**src/rtl/pax_pkg.sv**
```systemverilog
package pax_pkg;
  localparam int LADDR_W = 16;
  localparam int GADDR_W = 23;
  localparam int PAGE_W  = 8;
  localparam int NUM_PG  = 4;
  localparam int SEL_W   = $clog2(NUM_PG);

  localparam logic [SEL_W-1:0] SEL_PROG = 2'd0;
  localparam logic [SEL_W-1:0] SEL_DFL  = 2'd1;
  localparam logic [SEL_W-1:0] SEL_RAM  = 2'd2;
  localparam logic [SEL_W-1:0] SEL_GLB  = 2'd3;

  typedef enum logic [2:0] {
    WIN_REGS, WIN_DFL_PG, WIN_DFL_FIX, WIN_RAM_PG,
    WIN_RAM_FIX, WIN_PF_FIX, WIN_PF_PG, WIN_GLOBAL
  } win_e;

  typedef struct packed {
    logic [GADDR_W-1:0] gaddr;
    logic               illegal;
  } xl_res_t;
endpackage

```
**src/rtl/pax_page_regs.sv**
```systemverilog
module pax_page_regs
  import pax_pkg::*;
#(
  parameter int W = PAGE_W,
  parameter int N = NUM_PG,
  parameter logic [N*W-1:0] RST_VALS = {8'h00, 8'hFD, 8'h00, 8'hFE},
  parameter logic [N*W-1:0] WR_MASK  = {8'h7F, 8'hFF, 8'hFF, 8'hFF}
) (
  input  logic                 clk,
  input  logic                 rst_n,
  input  logic                 wr_en,
  input  logic [$clog2(N)-1:0] wr_sel,
  input  logic [W-1:0]         wr_data,
  input  logic [$clog2(N)-1:0] rd_sel,
  output logic [W-1:0]         rd_data,
  output logic [N*W-1:0]       pages
);
  logic [W-1:0] pg_q [N];

  for (genvar i = 0; i < N; i++) begin : g_pg
    always_ff @(posedge clk) begin
      if (!rst_n) begin
        pg_q[i] <= RST_VALS[i*W +: W];
      end else if (wr_en && (wr_sel == i[$clog2(N)-1:0])) begin
        pg_q[i] <= wr_data & WR_MASK[i*W +: W];
      end
    end
    assign pages[i*W +: W] = pg_q[i];
  end

  assign rd_data = pg_q[rd_sel];
endmodule

```
**src/rtl/pax_window_dec.sv**
```systemverilog
module pax_window_dec
  import pax_pkg::*;
#(
  parameter int LW = LADDR_W,
  parameter int GW = GADDR_W,
  parameter int PW = PAGE_W,
  parameter logic [PW-1:0] PF_MIN  = 8'hF8,
  parameter logic [PW-1:0] DFL_MAX = 8'h07,
  parameter logic [PW-1:0] RAM_MIN = 8'hFE
) (
  input  logic [LW-1:0] laddr,
  input  logic          glob,
  input  logic [PW-1:0] pg_prog,
  input  logic [PW-1:0] pg_dfl,
  input  logic [PW-1:0] pg_ram,
  input  logic [PW-1:0] pg_glb,
  output win_e          win,
  output xl_res_t       res
);
  localparam logic [GW-1:0] DFL_BASE  = 23'h10_0000;
  localparam logic [GW-1:0] DFL_FIXB  = 23'h10_1C00;
  localparam logic [GW-1:0] RAMF_BASE = 23'h0F_E000;
  localparam logic [GW-1:0] PFF_BASE  = 23'h7F_0000;

  always_comb begin
    if (glob)                     win = WIN_GLOBAL;
    else if (laddr < 16'h0800)    win = WIN_REGS;
    else if (laddr < 16'h0C00)    win = WIN_DFL_PG;
    else if (laddr < 16'h1000)    win = WIN_DFL_FIX;
    else if (laddr < 16'h2000)    win = WIN_RAM_PG;
    else if (laddr < 16'h4000)    win = WIN_RAM_FIX;
    else if (laddr[15:14] == 2'b10) win = WIN_PF_PG;
    else                          win = WIN_PF_FIX;
  end

  always_comb begin
    res = '0;
    unique case (win)
      WIN_GLOBAL:  res.gaddr = {pg_glb[6:0], laddr};
      WIN_REGS:    res.gaddr = {{(GW-LW){1'b0}}, laddr};
      WIN_DFL_PG: begin
        res.gaddr   = DFL_BASE | {{(GW-PW-10){1'b0}}, pg_dfl, laddr[9:0]};
        res.illegal = (pg_dfl > DFL_MAX);
      end
      WIN_DFL_FIX: res.gaddr = DFL_FIXB | {{(GW-10){1'b0}}, laddr[9:0]};
      WIN_RAM_PG: begin
        res.gaddr   = {{(GW-PW-12){1'b0}}, pg_ram, laddr[11:0]};
        res.illegal = (pg_ram < RAM_MIN);
      end
      WIN_RAM_FIX: res.gaddr = RAMF_BASE | {{(GW-13){1'b0}}, laddr[12:0]};
      WIN_PF_PG: begin
        res.gaddr   = {1'b1, pg_prog, laddr[13:0]};
        res.illegal = (pg_prog < PF_MIN);
      end
      default:     res.gaddr = PFF_BASE | {{(GW-LW){1'b0}}, laddr};
    endcase
  end
endmodule

```
**src/rtl/pax_rsp_stage.sv**
```systemverilog
module pax_rsp_stage
  import pax_pkg::*;
(
  input  logic    clk,
  input  logic    rst_n,
  input  logic    in_valid,
  output logic    in_ready,
  input  xl_res_t in_data,
  output logic    out_valid,
  input  logic    out_ready,
  output xl_res_t out_data
);
  logic    v_q;
  xl_res_t d_q;

  assign in_ready = !v_q || out_ready;

  always_ff @(posedge clk) begin
    if (!rst_n) begin
      v_q <= 1'b0;
      d_q <= '0;
    end else if (in_ready) begin
      v_q <= in_valid;
      if (in_valid) d_q <= in_data;
    end
  end

  assign out_valid = v_q;
  assign out_data  = d_q;
endmodule

```
**src/rtl/paged_addr_xlate.sv**
```systemverilog
module paged_addr_xlate
  import pax_pkg::*;
(
  input  logic        clk,
  input  logic        rst_n,
  input  logic        req_valid,
  output logic        req_ready,
  input  logic [15:0] req_laddr,
  input  logic        req_global,
  output logic        rsp_valid,
  input  logic        rsp_ready,
  output logic [22:0] rsp_gaddr,
  output logic        rsp_illegal,
  input  logic        reg_wr_en,
  input  logic [1:0]  reg_sel,
  input  logic [7:0]  reg_wdata,
  input  logic [1:0]  reg_rd_sel,
  output logic [7:0]  reg_rdata
);
  logic [NUM_PG*PAGE_W-1:0] pages;
  logic [PAGE_W-1:0] pg_prog, pg_dfl, pg_ram, pg_glb;
  win_e    win;
  xl_res_t xl, rsp_d;

  pax_page_regs u_regs (
    .clk(clk), .rst_n(rst_n), .wr_en(reg_wr_en), .wr_sel(reg_sel),
    .wr_data(reg_wdata), .rd_sel(reg_rd_sel), .rd_data(reg_rdata),
    .pages(pages)
  );

  assign pg_prog = pages[SEL_PROG*PAGE_W +: PAGE_W];
  assign pg_dfl  = pages[SEL_DFL*PAGE_W  +: PAGE_W];
  assign pg_ram  = pages[SEL_RAM*PAGE_W  +: PAGE_W];
  assign pg_glb  = pages[SEL_GLB*PAGE_W  +: PAGE_W];

  pax_window_dec u_dec (
    .laddr(req_laddr), .glob(req_global), .pg_prog(pg_prog), .pg_dfl(pg_dfl),
    .pg_ram(pg_ram), .pg_glb(pg_glb), .win(win), .res(xl)
  );

  pax_rsp_stage u_out (
    .clk(clk), .rst_n(rst_n), .in_valid(req_valid), .in_ready(req_ready),
    .in_data(xl), .out_valid(rsp_valid), .out_ready(rsp_ready), .out_data(rsp_d)
  );

  assign rsp_gaddr   = rsp_d.gaddr;
  assign rsp_illegal = rsp_d.illegal;
endmodule

```
**config.mk**
```make
export PLATFORM = sky130hd
export DESIGN_NAME = paged_addr_xlate
export DESIGN_NICKNAME = d
export VERILOG_FILES = /design/src/rtl/pax_pkg.sv /design/src/rtl/pax_page_regs.sv /design/src/rtl/pax_window_dec.sv /design/src/rtl/pax_rsp_stage.sv /design/src/rtl/paged_addr_xlate.sv
export SDC_FILE = /design/constraint.sdc
export NUM_CORES = 1
export LEC_CHECK = 0
export ABC_AREA = 1
export BUFFER_PORTS_ARGS = -buffer_cell sky130_fd_sc_hd__buf_2
export CAP_MARGIN = 20
export CORE_ASPECT_RATIO = 1.1
export CORE_MARGIN = 3
export CORE_UTILIZATION = 48
export DETAILED_ROUTE_END_ITERATION = 10
export PLACE_DENSITY = 0.76
export REMOVE_ABC_BUFFERS = 1
export SLEW_MARGIN = 30
export SYNTH_ARGS = -nofsm -noshare
export SYNTH_HDL_FRONTEND = slang
export SYNTH_SLANG_ARGS = --single-unit
```
**constraint.sdc**
```tcl
create_clock -name clk -period 1.1 [get_ports clk]
set_input_delay 0.055 -clock clk [delete_from_list [all_inputs] [get_ports clk]]
set_output_delay 0.055 -clock clk [all_outputs]
set_load 0.1 [all_outputs]
```
==> reports/summary.txt, run 1 <==
status: complete, but fails checks
failing checks: hold timing, setup timing
most frequent cell after synthesis: nor2_1
crit path kind: register to primary output
Ports: 68
largest family of logic cells by synthesized area: simple AND/OR/NAND/NOR gates
relative slew slack: 0.7483
Least-Margin Pin Slew: 0.3771 ns
Hold Path Cell Cnt: 3
hold_ws: -0.006947 ns
largest net degree at the start of global routing: 21
GRT Util Overall: 0.2454
post-synthesis adder-cell area fraction: 0
Seq cells post-synth: 56
post-detail-place hpwl: 6.023 mm
Worst Reg-to-Reg Cells: 7
Synth area leaders: edfxtp_1 33%, dfxtp_1 18%, nor2_1 11%
Design Area, Final: 4607 sq um
Final period util: 1.182
Post-Synth XOR/XNOR Area: 0
Die Y-Extent: 86.02 um
RSZ-0062 raised after global routing: yes
Worst-path clk slew: 0.10 ns
Worst-Skew Late Latency: 0.31 ns
EDFF count, synth: 31
share of cells above drive strength 1: 0.4177
max cap viols: 0
Core Rows: 28
Final Hold Fails: 2
pre-CTS WS: -0.2708 ns
mux contribution to synthesized area: 0
Area Growth Syn to Fin: 64.89%
CTS Hold Buffers Added: 0
DR WL/cell: 16.42 um
HP Class: primary input to register
Netlist Area Pre-Place: 2794 sq um
via count: 3077
Reg2Reg Launch Point: u_regs.pg_q[1][3]
CP startpoint kind: register
met3 WL post-DR: 703 um
WL met1: 3.419 mm
cells after synthesis: 357
first-pass GRT wire length: 13.10 mm
Layout Skew: 0.01281 ns
Iter 0 DRT Violations: 285
library cells used by synthesis: 28
syn_area_per_cell: 7.826 sq um
WP data arrival: 1.25 ns
Total Wirelength: 9.210 mm
worst setup margin: -0.2002 ns
CP endpoint kind: primary output
warning count from the yosys run: 0
max-slew violation count: 0
# diodes: 0
Port Buf Inserts: 67
vias per cell: 5.485
Post-synth top cells: 84 x nor2_1, 71 x nand2_1, 37 x o21ai_0
minimum clock period: 1.300 ns
top layer used by detailed routing: met4
Final GP Congestion: 0.9228
CTS Buf Count: 5
initial antenna violation count: 0
Post-synth top flop: edfxtp_1
Final Net Count: 519
Max H-tree Level: 2
peak supply drop: 0.001227 V
Max Root-Sink Buffers: 2
met2 WL post-DR: 4.700 mm
setup violators final: 13
die width: 78.74 um
gr ovfl total: 0
core area: 5500 sq um
highest clock rate: 769.1 MHz
Detail Route Antenna Nets: 0
Pwr Density: 1296 nW/um^2
Fillers: 285
CTS tree: built
post-synthesis compound-gate area fraction: 0.1187
DIE AREA: 6773 sq um
leakage: 2.048 nW
Worst setup startpoint: u_regs.pg_q[1][6]
CP Max Fanout: 2
top-area cell type share of the netlist area: 0.3332
dominant cell type by area after synthesis: edfxtp_1
Sum Neg Setup Slack: -1.536 ns
initial core utilization: 0.5080
Worst Hold Launch: req_laddr[9]
vias in the first global route: 2842
DP Area: 3978 sq um
worst endpoint required time: 1.04 ns
Power, Total: 5.968 mW
Root Driver: clkbuf_8
Initial DRT Pass Iterations: 8
clock sinks: 56
Seq/Total Area, Yosys: 0.5123
fraction of registers with async set/reset: 0
Synth Area in Simple Gates: 0.3103
DR DRC count: 0
logic make-up after synthesis:
group | Yosys count
DFF | 56
and+or+nand+nor | 198
buffers and inverters | 42
AOI/OAI and AO/OA | 61
registers in the layout, summed over array words and instances (netlist names):
name             flops
u_out.out_data      24
u_regs.pg_q         31
u_out.out_valid      1
routing by layer:
layer / global-route usage / vias up
met3: 0.02941 / 46
met2: 0.4595 / 195
li1: - / 1445
met4: 0.09857 / 0
met5: 0 / -
met1: 0.2809 / 1391
power breakdown:
group | switching [mW] | leakage (nW) | internal [mW]
combinational | 1.42 | 1.49 | 0.840
sequential | 0.150 | 0.513 | 2.38
clock | 0.663 | 0.0484 | 0.518
critical path, cell delays in order, from the launching register on:
cell	delay [ns]
edfxtp_1	0.44
o21ai_1	0.19
o22ai_2	0.13
buf_12	0.19
final cells by class:
cell class                      instances  area, sq um  share of cell area
Multi-Input combinational cell        260         1450              0.3148
Sequential cell                        56         1433              0.3110
Timing Repair Buffer                  130         1398              0.3034
Inverter                               32        137.6             0.02988
Tap cell                               75        93.84             0.02037
Clock buffer                            7        86.33             0.01874
Clock inverter                          1        8.758            0.001901
worst paths after layout:
path,to,slack [ns]
min,u_out.out_data[10],-0.007
max,reg_rdata[6],-0.20
max reg2reg,u_out.out_data[0],-0.12
min reg2reg,u_out.out_data[10],0.53
layout by cell type, fill, tap and decap left out, types with 7 or more instances in the layout:
| cell type | netlist | layout |
|---|---|---|
| buf_6 | 0 | 7 |
| buf_12 | 0 | 37 |
| o21ai_0 | 37 | 17 |
| buf_4 | 1 | 54 |
| o21ai_1 | 3 | 14 |
| inv_1 | 28 | 25 |
| nor2_4 | 4 | 9 |
| nand2_1 | 71 | 63 |
| nor2_1 | 84 | 72 |
| o21ai_2 | 0 | 8 |
| nand4_1 | 10 | 10 |
| nand3_1 | 20 | 15 |
| nor2_2 | 2 | 9 |
| edfxtp_1 | 31 | 31 |
| buf_2 | 2 | 30 |
| dfxtp_1 | 25 | 24 |
timing repair:
| item | CTS | global route |
|---|---|---|
| pin swaps | 17 | 23 |
| resized for setup | 37 | 67 |
| setup endpoints to repair | 20 | 26 |
| gates cloned | 0 | 1 |
| setup buffers | 17 | 13 |
per-stage QoR:
stage                     utilization  std cells  hold WS (ns)
after global placement         0.7232        524        0.3137
after global routing           0.8376        561       0.03269
after CTS                      0.7768        547      0.004304
after detailed placement       0.7232        524        0.3225
after floorplan                     -        347        0.1907
final                          0.8376        561     -0.006947
Power figures use the tool's default switching activity.
==> run 2: changes to the inputs <==
Settings changed: PLACE_DENSITY 0.76 to 0.74.
==> run 2 against run 1 <==
  * The run still ends with hold timing, setup timing left
  * Register-to-register slack better by 0.03 ns
  * Worst setup slack worse by 0.068 ns
  * First-iteration DRC count down 3.9%
  * Critical path type unchanged
  * Largest cell class is now flip-flops and latches
==> reports/summary.txt, run 2 (synthesis results as in run 1) <==
WP data arrival: 1.31 ns
Detail Route Antenna Nets: 0
peak supply drop: 0.001105 V
clock sinks: 56
first-pass GRT wire length: 13.74 mm
sw frac: 0.3673
failing checks: hold timing, setup timing
initial antenna violation count: 0
CTS tree: built
internal power: 3.815 mW
CP Max Fanout: 2
Final Net Count: 515
max FFs per register: 31
core area: 5500 sq um
share of cells above drive strength 1: 0.3921
Fillers: 356
status: complete, but fails checks
DR DRC count: 0
Pwr Density: 1338 nW/um^2
die width: 78.74 um
commonest non-fill, non-tap cell in the layout: nor2_1
setup violators final: 10
Final GP Congestion: 0.9159
crit path kind: register to primary output
Seq pwr share: 0.419
Worst-Skew Late Latency: 0.32 ns
dpl cells: 525
Port Buf Inserts: 67
Layout Skew: 0.01026 ns
post-detail-place hpwl: 6.200 mm
Biggest register: u_regs.pg_q
Initial DRT Pass Iterations: 5
leakage: 1.993 nW
r2r setup slk: -0.09 ns
Power, Total: 6.030 mW
Least-Margin Pin Slew: 0.3856 ns
Sw Pwr: 2.215 mW
minimum clock period: 1.369 ns
Core Rows: 28
Clk network pwr share: 0.215
vias in the first global route: 3005
Final Hold Fails: 1
max-slew violation count: 0
Iter 0 DRT Violations: 274
worst setup margin: -0.2687 ns
CP endpoint kind: primary output
vias per cell: 5.330
most frequent cells in the layout: 71 x nor2_1, 68 x nand2_1, 49 x buf_4
Root Driver: clkbuf_8
initial core utilization: 0.5080
DIE AREA: 6773 sq um
DR WL/cell: 16.04 um
Final Instance Count excl. Fillers: 557
CP startpoint kind: register
GRT Util Overall: 0.2576
Total Wirelength: 8.935 mm
worst endpoint required time: 1.04 ns
Worst-path clk slew: 0.11 ns
Area Growth Syn to Fin: 61.35%
part of the power in combinational logic: 0.366
max cap viols: 0
Die Y-Extent: 86.02 um
Max Root-Sink Buffers: 2
hold_ws: -0.005226 ns
CTS Buf Count: 5
Max H-tree Level: 2
Final period util: 1.244
via count: 2969
Ports: 68
relative slew slack: 0.7423
gr ovfl total: 0
RSZ-0062 raised after global routing: yes
HP Class: primary input to register
# diodes: 0
highest clock rate: 730.6 MHz
largest net degree at the start of global routing: 28
-- run 2: routing by layer --
layer	share of wire	track usage	vias to the layer above
met1	0.38	0.2767	1362
met3	0.060	0.05042	28
met4	0.025	0.1145	0
met5	0	0	-
met2	0.54	0.4834	144
li1	-	-	1435
-- run 2: path summary, 6_finish.rpt --
| path | end | cells after the start | from |
|---|---|---|---|
| worst max-delay path | reg_rdata[4] | 3 | u_regs.pg_q[1][4] |
| worst min register to register | u_out.out_data[2] | 2 | u_out.out_data[2] |
| worst max register to register | u_out.out_data[0] | 7 | u_regs.pg_q[1][4] |
| worst min-delay path | u_out.out_data[4] | 3 | req_laddr[3] |
-- run 2: cell type report --
class | count | area (sq um) | share of cell area
Sequential cell | 56 | 1433 | 0.3178
Multi-Input combinational cell | 259 | 1388 | 0.3078
Timing Repair Buffer | 127 | 1363 | 0.3022
Inverter | 32 | 125.1 | 0.02775
Tap cell | 75 | 93.84 | 0.02082
Clock buffer | 6 | 82.58 | 0.01832
Clock inverter | 2 | 23.77 | 0.005273
-- run 2: power by group through the flow --
| stage | clock network [mW] | logic, mW | registers (mW) |
|---|---|---|---|
| 2_1_floorplan | 0 | 0.624 | 3.04 |
| 3_3_place_gp | 0 | 1.95 | 2.56 |
| 3_5_place_dp | 0 | 1.97 | 2.57 |
| 4_1_cts | 1.29 | 2.09 | 2.51 |
| 5_1_grt | 1.38 | 2.31 | 2.54 |
| 6_report | 1.30 | 2.21 | 2.53 |
-- run 2: timing repair --
item,4_1_cts,5_1_grt
pin swaps,14,31
gates cloned,0,1
setup buffers,13,12
endpoints found under the hold margin,5,0
gates resized for setup,33,48
endpoints found under the setup margin,25,33
hold buffers,5,0
-- run 2: critical path: stages, from the launching register on --
cell	delay [ns]
edfxtp_1	0.44
o21ai_1	0.24
o22ai_2	0.14
buf_12	0.19
-- run 2: through the flow --
stage / area (sq um) / utilization / worst slack (ns) / setup TNS [ns] / hold WS, ns
after floorplan: 2750 / - / -2.122 / -57.03 / 0.1907
final: 4508 / 0.8196 / -0.2687 / -1.691 / -0.005226
after CTS: 4289 / 0.7798 / -0.2406 / -1.652 / 0.01184
after global routing: 4508 / 0.8196 / -0.2814 / -2.367 / 0.01176
after global placement: 3985 / 0.7245 / -0.1998 / -2.189 / 0.3118
after detailed placement: 3985 / 0.7245 / -0.2716 / -3.243 / 0.3176
==> run 3: changes to the inputs <==
Settings changed: BUFFER_PORTS_ARGS -buffer_cell sky130_fd_sc_hd__buf_2 to default, CORE_UTILIZATION 48 to 55, CTS_CLUSTER_SIZE from default to 40, DONT_BUFFER_PORTS from default to 1, PLACE_DENSITY 0.74 to 0.71.
==> run 3 against run 2 <==
  * Non-clock buffer count down 33
  * Clock power about the same
  * Power down 6.6%
  * The run ends with setup timing left
  * Sequential cell count unchanged
==> reports/summary.txt, run 3 (synthesis results as in run 1) <==
Detail Route Antenna Nets: 0
Total Wirelength: 7.952 mm
internal power: 3.563 mW
Core Rows: 26
via count: 2798
Final GP Congestion: 0.9003
Sw Pwr: 2.070 mW
Final Net Count: 482
CP startpoint kind: register
post-detail-place hpwl: 5.365 mm
Hold Path Cell Cnt: 3
Final period util: 1.211
relative slew slack: 0.6052
Seq pwr share: 0.441
Pwr Density: 1418 nW/um^2
minimum clock period: 1.332 ns
Port Buf Inserts: 0
highest clock rate: 750.6 MHz
CP Cell Sequence: o21ai_1 -> o21ai_2 -> buf_12
clock sinks: 56
initial antenna violation count: 0
Area Growth Syn to Fin: 42.19%
core area: 4782 sq um
CP Depth: 3
setup violators final: 9
largest net degree at the start of global routing: 21
slowest cell delay on critical path: 0.47 ns
GRT Util Overall: 0.2724
sw frac: 0.3675
initial core utilization: 0.5842
Power, Total: 5.632 mW
max-slew violation count: 0
RSZ-0062 raised after global routing: yes
part of the power in combinational logic: 0.329
CP top delay family: flip-flops
vias per cell: 5.541
# diodes: 0
max FFs per register: 31
Worst-Skew Late Latency: 0.31 ns
share of cells above drive strength 1: 0.2762
Biggest register: u_regs.pg_q
DR WL/cell: 15.75 um
most frequent cells in the layout: 78 x nor2_1, 68 x nand2_1, 55 x buf_4
Layout Skew: 0.008168 ns
pre-CTS WS: -0.1201 ns
gr ovfl total: 0
WP data arrival: 1.28 ns
Max Root-Sink Buffers: 2
die width: 73.96 um
HP Class: primary input to register
Worst-path clk slew: 0.10 ns
Crit-path slowest cell: edfxtp_1
Max H-tree Level: 2
peak supply drop: 0.0008886 V
commonest non-fill, non-tap cell in the layout: nor2_1
worst setup margin: -0.2322 ns
leakage: 1.749 nW
worst endpoint required time: 1.04 ns
Die Y-Extent: 80.75 um
Clk network pwr share: 0.230
DIE AREA: 5972 sq um
vias in the first global route: 2686
CP Max Fanout: 3
Initial DRT Pass Iterations: 5
DR DRC count: 0
CP endpoint kind: primary output
Root Driver: clkbuf_8
Worst Reg-to-Reg Cells: 7
status: complete, but fails checks
failing checks: setup timing
WP buf/inv: 1
Final Hold Fails: 0
CTS tree: built
Least-Margin Pin Slew: 0.5923 ns
first-pass GRT wire length: 12.34 mm
max cap viols: 0
Ports: 68
crit path kind: register to primary output
CTS Buf Count: 5
Iter 0 DRT Violations: 227
[run 3: cell type report]
cell class,count,area (sq um)
clock buffers,6,82.58
clock inverters,2,23.77
fillers,291,809.5
inverters,32,127.6
multi-input cells,259,1339
flip-flops and latches,56,1433
well taps,56,70.07
repair buffers,94,897.1
[run 3: final timing paths]
path,from,endpoint,slack [ns]
setup reg to reg,u_regs.pg_q[1][5],u_out.out_data[0],-0.08
hold reg to reg,u_out.out_data[9],u_out.out_data[9],0.50
hold / removal,req_valid,u_out.out_valid,0.01
setup / recovery,u_regs.pg_q[1][7],reg_rdata[7],-0.23
[run 3: timing repair]
action,in CTS,in global routing
setup endpoints to repair,24,26
cloned,1,0
hold endpoints to repair,36,0
buffers inserted,11,1
gates resized for setup,21,38
hold buffers,25,0
pin swaps,9,14
[run 3: per-stage QoR]
stage | std cells | hold slack, ns | util | TNS, ns | cell area, sq um
final | 505 | 0.01248 | 0.8307 | -1.741 | 3973
after detailed placement | 459 | 0.2018 | 0.7080 | -1.119 | 3386
after floorplan | 347 | 0.1907 | - | -57.03 | 2750
after global routing | 505 | 0.01525 | 0.8307 | -2.352 | 3973
after global placement | 459 | 0.1973 | 0.7080 | -0.4855 | 3386
after CTS | 504 | 0.01967 | 0.8053 | -1.500 | 3851
[run 3: power groups by stage]
stage	Clock [mW]	Combinational, mW	Sequential, mW
2_1_floorplan	0	0.624	3.04
3_3_place_gp	0	1.61	2.52
3_5_place_dp	0	1.63	2.53
4_1_cts	1.29	1.78	2.47
5_1_grt	1.36	1.95	2.50
6_report	1.29	1.85	2.49
[run 3: metal layers]
layer  GRT usage  part of all wire  vias to the layer above
met5           0                 0                        -
met4      0.1377             0.040                        0
met3     0.05817             0.071                       35
met2      0.4876              0.51                      122
met1      0.2996              0.38                     1275
li1            -                 -                     1366
[run 3: worst min-delay path, stage by stage]
cell and delay, ns:
nand2_8 0.07, buf_6 0.12, a21oi_1 0.05
